File: config.mk
export PLATFORM = sky130hd
export DESIGN_NAME = gpo_srcsel_top
export DESIGN_NICKNAME = d
export VERILOG_FILES = /design/src/rtl/gpo_srcsel_pkg.sv /design/src/rtl/gpo_csr.sv /design/src/rtl/gpo_pulse_stretch.sv /design/src/rtl/gpo_srcsel_top.sv
export SDC_FILE = /design/constraint.sdc
export NUM_CORES = 1
export LEC_CHECK = 0
export BUFFER_PORTS_ARGS = -buffer_cell sky130_fd_sc_hd__buf_2
export CORE_ASPECT_RATIO = 2
export CORE_MARGIN = 2
export CORE_UTILIZATION = 45
export DETAILED_ROUTE_END_ITERATION = 7
export GPL_ROUTABILITY_DRIVEN = 0
export PLACE_DENSITY = 0.72
export RECOVER_POWER = 100
export SLEW_MARGIN = 10
export SYNTH_ARGS = -nofsm -noshare
export SYNTH_HDL_FRONTEND = slang
export SYNTH_SLANG_ARGS = --single-unit
File: constraint.sdc
create_clock -name clk -period 1.7 [get_ports clk]
set_clock_uncertainty 0.1 [all_clocks]
set_input_delay 0.34 -clock clk [delete_from_list [all_inputs] [get_ports clk]]
set_output_delay 0.34 -clock clk [all_outputs]
set_load 0.05 [all_outputs]
File: src/rtl/gpo_srcsel_pkg.sv
package gpo_srcsel_pkg;
  localparam int ADDR_W    = 3;
  localparam int REG_W     = 16;
  localparam logic [ADDR_W-1:0] A_LOCK     = 3'd0;
  localparam logic [ADDR_W-1:0] A_CTRL     = 3'd1;
  localparam logic [ADDR_W-1:0] A_DOUT     = 3'd2;
  localparam logic [ADDR_W-1:0] A_PAIRBASE = 3'd4;
  localparam int LOCK_BIT  = 15;
  localparam int WDOG_BIT  = 15;
  localparam int SEL_LSB   = 4;
  localparam int MIR_A_BIT = 14;
  localparam int MIR_B_BIT = 13;
endpackage

File: src/rtl/gpo_csr.sv
module gpo_csr
  import gpo_srcsel_pkg::*;
#(
  parameter int NUM_PINS = 6
) (
  input  logic                clk,
  input  logic                rst_n,
  input  logic                bus_wr,
  input  logic [ADDR_W-1:0]   bus_addr,
  input  logic [REG_W-1:0]    bus_wdata,
  output logic [REG_W-1:0]    bus_rdata,
  output logic [NUM_PINS-1:0] sel,
  output logic [NUM_PINS-1:0] dout,
  output logic                wd_clr
);
  localparam int NUM_PAIRS = NUM_PINS / 2;

  function automatic logic [REG_W-1:0] keep_mask();
    logic [REG_W-1:0] m;
    m = '1;
    for (int i = 0; i < NUM_PINS; i++) m[SEL_LSB+i] = 1'b0;
    m[WDOG_BIT] = 1'b0;
    return m;
  endfunction
  localparam logic [REG_W-1:0] KEEP_MASK = keep_mask();

  logic                lock_q;
  logic [REG_W-1:0]    misc_q;
  logic [NUM_PINS-1:0] sel_q;
  logic [NUM_PINS-1:0] dout_q;
  logic                wd_q;
  logic                wr_lock, wr_ctrl, wr_dout;

  assign wr_lock = bus_wr && (bus_addr == A_LOCK);
  assign wr_ctrl = bus_wr && (bus_addr == A_CTRL);
  assign wr_dout = bus_wr && (bus_addr == A_DOUT);

  always_ff @(posedge clk) begin
    if (!rst_n) begin
      lock_q <= 1'b0;
      misc_q <= '0;
      sel_q  <= '0;
      dout_q <= '0;
      wd_q   <= 1'b0;
    end else begin
      wd_q <= wr_ctrl && bus_wdata[WDOG_BIT];
      if (wr_lock) lock_q <= bus_wdata[LOCK_BIT];
      if (wr_dout) dout_q <= bus_wdata[NUM_PINS-1:0];
      if (wr_ctrl && lock_q) begin
        misc_q <= bus_wdata & KEEP_MASK;
        sel_q  <= bus_wdata[SEL_LSB +: NUM_PINS];
      end
    end
  end

  always_comb begin
    bus_rdata = '0;
    if (bus_addr == A_LOCK) bus_rdata[LOCK_BIT] = lock_q;
    else if (bus_addr == A_CTRL) bus_rdata = misc_q;
    else if (bus_addr == A_DOUT) bus_rdata[NUM_PINS-1:0] = dout_q;
    else begin
      for (int k = 0; k < NUM_PAIRS; k++) begin
        if (bus_addr == A_PAIRBASE + ADDR_W'(k)) begin
          bus_rdata[MIR_A_BIT] = sel_q[2*k];
          bus_rdata[MIR_B_BIT] = sel_q[2*k+1];
        end
      end
    end
  end

  assign sel    = sel_q;
  assign dout   = dout_q;
  assign wd_clr = wd_q;

  // a locked control write leaves the stored fields alone
  a_r3_locked_hold: assert property (@(posedge clk) disable iff (!rst_n)
    (wr_ctrl && !lock_q) |=> ($stable(sel_q) && $stable(misc_q)));
  // an unlocked control write lands its select field
  a_r4_unlocked_take: assert property (@(posedge clk) disable iff (!rst_n)
    (wr_ctrl && lock_q) |=> (sel_q == $past(bus_wdata[SEL_LSB +: NUM_PINS])));
  // watchdog strobe follows any control write of bit 15
  a_r5_wd_strobe: assert property (@(posedge clk) disable iff (!rst_n)
    (wr_ctrl && bus_wdata[WDOG_BIT]) |=> wd_clr);
  a_r5_wd_single: assert property (@(posedge clk) disable iff (!rst_n)
    (!(wr_ctrl && bus_wdata[WDOG_BIT])) |=> !wd_clr);
endmodule

File: src/rtl/gpo_pulse_stretch.sv
module gpo_pulse_stretch #(
  parameter int PULSE_LEN = 8
) (
  input  logic clk,
  input  logic rst_n,
  input  logic arm,
  input  logic ovf,
  output logic pulling
);
  localparam int CNT_W = $clog2(PULSE_LEN + 1);
  localparam logic [CNT_W-1:0] LOAD = CNT_W'(PULSE_LEN);

  logic [CNT_W-1:0] cnt_q;

  always_ff @(posedge clk) begin
    if (!rst_n)              cnt_q <= '0;
    else if (!arm)           cnt_q <= '0;
    else if (ovf)            cnt_q <= LOAD;
    else if (cnt_q != '0)    cnt_q <= cnt_q - 1'b1;
  end

  assign pulling = (cnt_q != '0);

  // an armed overflow starts the pulse on the next cycle
  a_r8_pulse_start: assert property (@(posedge clk) disable iff (!rst_n)
    (arm && ovf) |=> pulling);
  // a disarmed pin never pulses
  a_r11_idle_disarmed: assert property (@(posedge clk) disable iff (!rst_n)
    (!arm) |=> !pulling);

  // a restart never stretches the count beyond its length
  always_comb begin
    if (rst_n) a_r9_len_bound: assert (cnt_q <= LOAD);
  end
endmodule

File: src/rtl/gpo_srcsel_top.sv
module gpo_srcsel_top
  import gpo_srcsel_pkg::*;
#(
  parameter int NUM_PINS  = 6,
  parameter int PULSE_LEN = 8
) (
  input  logic                clk,
  input  logic                rst_n,
  input  logic                bus_wr,
  input  logic [ADDR_W-1:0]   bus_addr,
  input  logic [REG_W-1:0]    bus_wdata,
  output logic [REG_W-1:0]    bus_rdata,
  input  logic [NUM_PINS-1:0] cnt_ovf,
  output logic [NUM_PINS-1:0] gpo,
  output logic                wd_clr
);
  logic [NUM_PINS-1:0] sel;
  logic [NUM_PINS-1:0] dout;
  logic [NUM_PINS-1:0] pulling;

  gpo_csr #(.NUM_PINS(NUM_PINS)) i_csr (
    .clk       (clk),
    .rst_n     (rst_n),
    .bus_wr    (bus_wr),
    .bus_addr  (bus_addr),
    .bus_wdata (bus_wdata),
    .bus_rdata (bus_rdata),
    .sel       (sel),
    .dout      (dout),
    .wd_clr    (wd_clr)
  );

  for (genvar i = 0; i < NUM_PINS; i++) begin : g_pin
    gpo_pulse_stretch #(.PULSE_LEN(PULSE_LEN)) i_pulse (
      .clk     (clk),
      .rst_n   (rst_n),
      .arm     (sel[i]),
      .ovf     (cnt_ovf[i]),
      .pulling (pulling[i])
    );
    assign gpo[i] = sel[i] ? ~pulling[i] : dout[i];
  end
endmodule

## Word-level counts from Yosys, hierarchy flattened

Cells that the tools add are included.

| storage, ports and cells | value |
|---|---|
| register bits | 47 |
| bits of input ports | 28 |
| output and inout bits | 23 |
| logic and storage cells | 99 |

| operators by class | value |
|---|---|
| $add $sub $neg | 6 |
| equality and inequality tests | 5 |
| mux-type cells | 28 |
| bitwise operators | 13 |
| reductions and logical operators | 30 |

Operators by type and width:

| kind | count |
|---|---|
| 4-bit 2-to-1 mux | 12 |
| 4-bit nonzero test | 6 |
| 4-bit by 1-bit subtractor with 4-bit output (second input constant) | 6 |
| 3-bit OR reduction | 6 |
| 15-bit 2-to-1 mux | 1 |
| 1-bit inverter | 13 |
| 6-bit 2-to-1 mux | 2 |
| 2-bit AND reduction | 6 |
| 2-bit nonzero test | 6 |
| 2-bit 2-to-1 mux | 5 |
| 3-bit == test (second input constant) | 3 |
| 1-bit 2-to-1 mux | 7 |
| 7-bit 2-to-1 mux | 1 |
| 1-bit logical AND | 5 |
| 3-bit by 1-bit == test with 1-bit output (second input constant) | 1 |
| 3-bit by 2-bit == test with 1-bit output (second input constant) | 1 |
| 3-bit zero test | 1 |

## Logic depth before layout (Yosys ltp)

Gate-level depths: netlist of the first run.

| depth | value |
|---|---|
| depth after elaboration | 7 |
| depth in mapped cells | 6 |
| mapped depth without buffers | 5 |

## Hierarchy

Synthesis of the first run repeated with hierarchy kept, for this count alone.

| unflattened totals | value |
|---|---|
| cell total of the unflattened synthesis | 273 |
| area, all modules | 2,523.7 µm² |

Modules (own cells, without submodules):

| module | times used | cells an instance | area each (µm²) | sequential area each (µm²) |
|---|---|---|---|---|
| gpo_pulse_stretch | 6 | 23 | 212.7 | 80.1 |
| gpo_csr | 1 | 123 | 1,164.9 | 460.4 |
| gpo_srcsel_top | 1 | 12 | 82.6 | 0.0 |

## Worst setup path before layout of the first run

Ideal clock, no wire load.

| path | value |
|---|---|
| kind | in2out |
| from | input bus_addr[2] |
| to | output bus_rdata[15] |
| data arrival time | 2.171 ns |
| required time | 1.260 ns |
| setup slack | -0.911 ns |
| stages on the path | 2 |
| buffers on the path | 1 |
| cell sequence | buf_2 nor4b_1 |

| between the ends | value |
|---|---|
| word-level cells in the longest chain between the ends | 2 |

Ends and longest elaborated chain:

| what | line | RTL |
|---|---|---|
| start: declaration | gpo_srcsel_top.sv:10 | `input logic [ADDR_W-1:0] bus_addr,` |
| 3-bit zero test | gpo_csr.sv:58 | `if (bus_addr == A_LOCK) bus_rdata[LOCK_BIT] = lock_q;` |
| 1-bit 2-to-1 mux | gpo_csr.sv:58 |  |
| end: declaration | gpo_srcsel_top.sv:12 | `output logic [REG_W-1:0] bus_rdata,` |

No other way between the ends.

## Worst setup path after layout of the first run

| path | value |
|---|---|
| from | register g_pin[3].i_pulse.cnt_q[0] |
| to | output gpo[3] |

| between the ends | value |
|---|---|
| word-level cells in the longest chain between the ends | 3 |

Ends and longest elaborated chain:

| what | line | RTL |
|---|---|---|
| start: declaration | gpo_pulse_stretch.sv:13 | `logic [CNT_W-1:0] cnt_q;` |
| start signal: assignment | gpo_pulse_stretch.sv:19 | `else if (cnt_q != '0) cnt_q <= cnt_q - 1'b1;` |
| 4-bit nonzero test | gpo_pulse_stretch.sv:22 | `assign pulling = (cnt_q != '0);` |
| 1-bit inverter | gpo_srcsel_top.sv:41 | `assign gpo[i] = sel[i] ? ~pulling[i] : dout[i];` |
| 1-bit 2-to-1 mux | gpo_srcsel_top.sv:41 |  |
| end: declaration | gpo_srcsel_top.sv:14 | `output logic [NUM_PINS-1:0] gpo,` |

No other way between the ends.

==> impl_metrics.json, run 1 <==
{
  "multi_input_area_um2": 1503,
  "setup_viol": 12,
  "fill_cells": 422,
  "first_pass_iters": 4,
  "ys_seq_area_share_pct": 39.81,
  "drc": 0,
  "worstSetupPathType": "register to primary output",
  "use_met3_pct": 3.771,
  "yosys-top-cells-area": "dfxtp_1 (40%), mux2i_1 (7.2%), ha_1 (6.4%)",
  "start_util_pct": 46.41,
  "grtUsageTotal_pct": 20.65,
  "fin_crit_ps": 1878,
  "core_area_um2": 5092,
  "syn_area_um2": 2364,
  "cts.clk_slew.worst_paths_ps": 90,
  "vdd_drop_max_v": 0.0006443,
  "status": "finished with violations",
  "io_pins": 51,
  "crit_chain": "inv_2 -> ha_4 -> nor3b_4 -> mux2_4 -> buf_8",
  "required_ps": 1260,
  "num_rows": 37,
  "reg2reg_slack_ps": 150,
  "cp_slowest_cell": "dfxtp_1",
  "synth_top_family_by_area": "simple AND/OR/NAND/NOR gates",
  "rsz0062_at_grt": "yes",
  "synth_compound_gate_area_share_pct": 8.523,
  "synth-xor-area-share_pct": 4.447,
  "tightest_slew_ps": 589.3,
  "synthSimpleGateAreaFrac_pct": 23.98,
  "h-tree-depth": 2,
  "top_usage_layer": "met2",
  "finalWirelength_um": 5681,
  "stdcell_count": 398,
  "min_to": "g_pin[1].i_pulse.cnt_q[0]",
  "syn_area_per_cell_um2": 9.379,
  "violations": "setup timing",
  "yosys.area.top_type": "dfxtp_1",
  "dp_cells": 371,
  "clk-insertion-delay-late_ps": 300,
  "num_antenna_cells": 0,
  "wl_per_cell_um": 14.27,
  "clock.fmax_mhz": 532.3,
  "startpoint_type": "register",
  "synth_edf_count": 0,
  "hold_start": "cnt_ovf[1]",
  "clock_sinks": 47,
  "post-dp-hpwl_um": 4009,
  "final_util_pct": 66.07,
  "min_path_cells": 2,
  "cts-root-buf": "clkbuf_8",
  "cts_buffers": 5,
  "via_per_inst": 5.299,
  "power_leakage_nw": 1.330,
  "worst_r2r_endpoint": "g_pin[4].i_pulse.cnt_q[1]",
  "hp-class": "input port to register",
  "grtUsageMet2_pct": 39.54,
  "reg2regPathDepth": 6,
  "synthMuxAreaShare_pct": 10.06,
  "area_growth_pct": 42.35,
  "dieHeight_um": 106.5,
  "r2r_start": "g_pin[4].i_pulse.cnt_q[0]",
  "arrival_ps": 1440,
  "slew_viol_final": 0,
  "synth_cells": 252,
  "synthFlopType": "dfxtp_1",
  "port_buffers": 46,
  "drive_above_1_share_pct": 45.29,
  "max_cap_viol_count": 0,
  "tritoncts": "done",
  "worst_slack_ps": -178.5,
  "drt_iter0_drc": 39,
  "fin_crit_sh_pct": 110.5,
  "antenna_found_initial": 0,
  "grt_max_degree": 17,
  "max_slew_margin_pct": 60.88,
  "antenna_left": 0,
  "cts_buffer_depth": 2,
  "yosys.area.top_type_share_pct": 39.81,
  "seqCellArea_um2": 955.9,
  "grt_pass1_vias": 2169,
  "die-width_um": 55.25,
  "slowest_delay_ps": 350,
  "die_area_um2": 5883,
  "post_synth_fa_ha_maj_area_fraction_pct": 6.353,
  "finalNetCount": 379,
  "synth_warnings": 0,
  "synth-seq-cells": 47,
  "powerDensity_nw_per_um2": 581.6,
  "post_synth_num_cell_types": 36,
  "critPathMaxFanout": 2,
  "num_vias": 2109,
  "hold_viol": 0,
  "synth-async-reset-ratio_pct": 0,
  "met1_usage_pct": 21.16,
  "end_kind": "primary output",
  "grt.overflow.total": 0,
  "grt_pass1_wl_um": 9791
}
[stage by stage]
stage               cell area, µm²  hold WS (ps)  setup TNS [ps]  power (mW)  setup WS [ps]
finish                        3364         152.2           -1258       1.957         -178.5
global route                  3364         158.3           -2121       2.037         -227.9
CTS                           3338         143.7          -991.3       1.981         -185.0
detailed placement            2833         350.8           -2087       1.307         -126.6
global placement              2833         344.5           -1600       1.307         -116.4
floorplan                     2422         316.2               0       1.236          29.86
[timing repair]
action,4_1_cts,5_1_grt
setup endpoints to repair,16,16
resized for setup,94,14
pin swaps,9,5
buffers inserted,17,2
hold buffers,0,0
[synth_stat cells, drive strengths merged (3+ instances only)]
cell type / n
dfxtp: 47
clkbuf: 3
nor3b: 7
xnor2: 12
nor4: 6
nor2b: 7
o21ai: 6
and2: 3
and3: 3
a2111oi: 6
a211oi: 6
a22oi: 4
inv: 12
nor2: 18
buf: 11
nor3: 18
ha: 12
nand2: 31
mux2: 6
nand3: 6
mux2i: 17
[state kept, by name, summed over array words and instances (netlist names)]
register,cells
i_csr.dout,6
i_csr.sel,6
i_csr.wd_clr,1
i_csr.lock_q,1
g_pin.i_pulse.cnt_q,24
i_csr.misc_q,9
[critical path: cells and delay by family (launching register included)]
kind | cells | cell delay [ps]
adders and majority gates | 1 | 150
and+or+nand+nor | 1 | 150
DFF | 1 | 350
muxes | 1 | 270
buffers and inverters | 2 | 210
[worst max-delay path by stage]
| stage | start | endpoint | cells after the start |
|---|---|---|---|
| 3_5_place_dp | bus_addr[1] | bus_rdata[0] | 6 |
| 4_1_cts | g_pin[0].i_pulse.cnt_q[0] | gpo[0] | 5 |
| 3_3_place_gp | bus_addr[1] | bus_rdata[13] | 5 |
| 2_1_floorplan | bus_addr[2] | bus_rdata[15] | 2 |
| 5_1_grt | g_pin[0].i_pulse.cnt_q[0] | gpo[0] | 5 |
| 6_report | g_pin[3].i_pulse.cnt_q[0] | gpo[3] | 5 |
[cell usage in the layout (no fill, tap or decap), types with 2 or more instances in the layout]
cell type  synthesis  layout
nor3_1            18      18
nor4_1             6       6
mux2i_1           17      17
nor2b_1            7       6
and3_1             2       2
a2111oi_0          6       5
xnor2_1           12      12
conb_1             1       4
ha_4               0       6
and2_4             0       3
nor2_1            18      14
dfxtp_2            0      12
ha_1              12       6
a211oi_1           6       6
nor2_4             0       4
dfxtp_1           47      35
inv_2              0      12
a22o_2             0       2
buf_6              2       8
a22oi_2            0       4
buf_8              1       9
buf_2              2      26
nor3b_4            1       7
clkbuf_8           0       5
buf_4              4      40
nand2_1           31      31
clkbuf_1           3       7
mux2_4             0       6
nand3_1            6       6
o21ai_0            6       6
[area by class of cell]
| cell class | instances | share of cell area, % |
|---|---|---|
| multi-input cells | 182 | 44.66 |
| flip-flops and latches | 47 | 28.41 |
| repair buffers | 91 | 20.90 |
| clock buffers | 6 | 2.157 |
| well taps | 58 | 2.157 |
| inverters | 12 | 1.339 |
| clock inverters | 2 | 0.3719 |
[cell families after synthesis]
family | Yosys count
and+or+nand+nor | 104
DFF | 47
AOI/OAI and AO/OA | 27
buffers and inverters | 26
muxes | 23
adders and majority gates | 12
xor gates and xnor gates | 12
other | 1
[power by group]
group	total, mW	internal [mW]	switching, mW
registers	1.11	1.10	0.00352
clock network	0.658	0.288	0.370
logic	0.191	0.0783	0.113
total	1.96	1.47	0.487
[metal layers]
metal	wire, µm	vias to the layer above	part of all wire (%)
met5	0	-	0
met4	83	0	1.5
met3	184	6	3.2
met2	3269	38	58
met1	2144	1013	38
li1	-	1052	-
Note: power is estimated with default switching activity, not from simulation.
==> run 2, diff against run 1 <==
- BUFFER_PORTS_ARGS: -buffer_cell sky130_fd_sc_hd__buf_2 -> not set
- CORE_UTILIZATION: 45 -> 29
- DONT_BUFFER_PORTS: not set -> 1
- PLACE_DENSITY: 0.72 -> 0.47
==> run 2 against run 1 <==
The flow still finishes with violations (setup timing). Cell count down 1.8%. Via count shrank 10%. Non-clock buffer count is 45 lower. Global-route usage down 6.4 points. Worst hold slack worse by 140 ps. Utilization decreased by 25 points. Total power up 19%. Die area increased by 52%. Critical path type unchanged. Largest cell class unchanged.
==> impl_metrics.json, run 2 (same netlist as run 1, synthesis figures left out) <==
{
  "status": "finished with violations",
  "violations": "setup timing",
  "fin_crit_sh_pct": 108.6,
  "grt_pass1_vias": 1945,
  "dp_cells": 358,
  "worstSetupPathType": "register to primary output",
  "p_int_mw": 1.831,
  "setup-tns-final_ps": -717.0,
  "most-common-layout-cells": "dfxtp_1 (34), nand2_1 (31), buf_4 (31), nor3_1 (18), mux2i_1 (15)",
  "fin_crit_ps": 1847,
  "power_leakage_nw": 1.181,
  "drt_iter0_drc": 43,
  "worst_slack_ps": -146.8,
  "antenna_left": 0,
  "pre_cts_ws_ps": 43.22,
  "top_usage_layer": "met2",
  "drc": 0,
  "first_pass_iters": 4,
  "post-dp-hpwl_um": 4160,
  "power_frac_seq_pct": 47.6,
  "cp_slowest_cell": "dfxtp_2",
  "setup_viol": 6,
  "io_pins": 51,
  "num_vias": 1892,
  "core_area_um2": 7943,
  "stdcell_count": 391,
  "h-tree-depth": 2,
  "via_per_inst": 4.839,
  "num_rows": 46,
  "grt_max_degree": 40,
  "top_register": "g_pin.i_pulse.cnt_q",
  "final_common_cell": "dfxtp_1",
  "max_slew_margin_pct": 66.53,
  "largest_reg_flops": 24,
  "tritoncts": "done",
  "finalWirelength_um": 5992,
  "cts_buffer_depth": 2,
  "end_kind": "primary output",
  "hold_viol": 0,
  "clk-insertion-delay-late_ps": 290,
  "cts_buffers": 5,
  "largestRegisters": "g_pin.i_pulse.cnt_q x24, i_csr.misc_q x9",
  "die_area_um2": 8932,
  "drive_above_1_share_pct": 35.59,
  "grtUsageTotal_pct": 14.22,
  "slowest_delay_ps": 340,
  "area_growth_pct": 37.96,
  "arrival_ps": 1410,
  "use_met3_pct": 4.966,
  "powerDensity_nw_per_um2": 712.5,
  "port_buffers": 0,
  "cts.clk_slew.worst_paths_ps": 70,
  "startpoint_type": "register",
  "met1_usage_pct": 14.46,
  "slew_viol_final": 0,
  "wl_per_cell_um": 15.32,
  "pwr-share-comb_pct": 4.0,
  "final_util_pct": 41.05,
  "antenna_found_initial": 0,
  "fill_cells": 803,
  "seqCellArea_um2": 962.2,
  "tightest_slew_ps": 502.1,
  "die-width_um": 67.84,
  "power_mw": 2.323,
  "sw_frac_of_total_pct": 21.20,
  "clock_sinks": 47,
  "critPathMaxFanout": 2,
  "pwr-share-clk_pct": 48.4,
  "multi_input_area_um2": 1500,
  "required_ps": 1260,
  "grt.overflow.total": 0,
  "power_switching_mw": 0.4925,
  "clock.fmax_mhz": 541.5,
  "vdd_drop_max_v": 0.0005806,
  "reg2regPathDepth": 7,
  "finalNetCount": 334,
  "grtUsageMet2_pct": 24.78,
  "rsz0062_at_grt": "yes",
  "cts-root-buf": "clkbuf_16",
  "crit_chain": "inv_2 -> ha_4 -> nor3b_4 -> mux2_4 -> buf_12",
  "start_util_pct": 29.76,
  "num_antenna_cells": 0,
  "max_cap_viol_count": 0,
  "min_path_cells": 1,
  "hp-class": "input port to register",
  "dieHeight_um": 131.7,
  "grt_pass1_wl_um": 9425
}
-- run 2: changes by cell type in the layout (fill, tap and decap cells not counted), moves of 3 or more --
| cell | change |
|---|---|
| buf_6 | -8 |
| a22oi_1 | +4 |
| clkbuf_1 | -4 |
| buf_12 | +9 |
| and2_4 | -3 |
| buf_2 | -26 |
| buf_8 | -9 |
| clkbuf_8 | -5 |
| a22oi_2 | -4 |
| and2_1 | +3 |
| clkbuf_16 | +5 |
| buf_4 | -9 |
-- run 2: final timing paths --
check,start,to,slack (ps)
max,g_pin[1].i_pulse.cnt_q[0],gpo[1],-150
min,cnt_ovf[1],g_pin[1].i_pulse.cnt_q[0],10
max reg2reg,g_pin[4].i_pulse.cnt_q[0],g_pin[4].i_pulse.cnt_q[1],60
min reg2reg,i_csr.misc_q[11],i_csr.misc_q[11],360
-- run 2: per-layer routing --
| layer | routed length (µm) | vias up |
|---|---|---|
| li1 | - | 957 |
| met1 | 2240 | 884 |
| met2 | 3264 | 41 |
| met3 | 332 | 10 |
| met4 | 155 | 0 |
| met5 | 0 | - |
-- run 2: power groups by stage --
stage	combinational (mW)	clock, mW	sequential, mW
2_1_floorplan	0.103	0	1.13
3_3_place_gp	0.0861	0	1.13
3_5_place_dp	0.0869	0	1.13
4_1_cts	0.0901	1.16	1.11
5_1_grt	0.100	1.22	1.11
6_report	0.0931	1.12	1.11
-- run 2: worst max-delay path: cells and delay by family, from the launching register on --
family	cells	cell delay, ps
DFF	1	340
and+or+nand+nor	1	140
buffers and inverters	2	200
muxes	1	280
adders and majority gates	1	150
-- run 2: layout make-up --
class                      instances  share of cell area (%)
clock buffer                       5                   3.837
inverter                          12                   1.381
clock inverter                     3                   1.343
multi-input combinational        182                   46.01
timing repair buffer              46                   14.24
tap                               96                   3.684
sequential                        47                   29.51
-- run 2: per-stage QoR --
stage | hold slack (ps) | cell area (µm²)
global placement | 318.8 | 2713
finish | 13.77 | 3261
global route | 4.208 | 3261
floorplan | 316.2 | 2422
detailed placement | 320.0 | 2713
CTS | 1.095 | 3191
-- run 2: repair_timing --
item	in CTS	in global routing
pin swaps	6	8
setup buffers	17	6
endpoints found under the hold margin	0	2
gates resized for setup	55	7
setup endpoints to repair	8	9
hold buffers	0	2
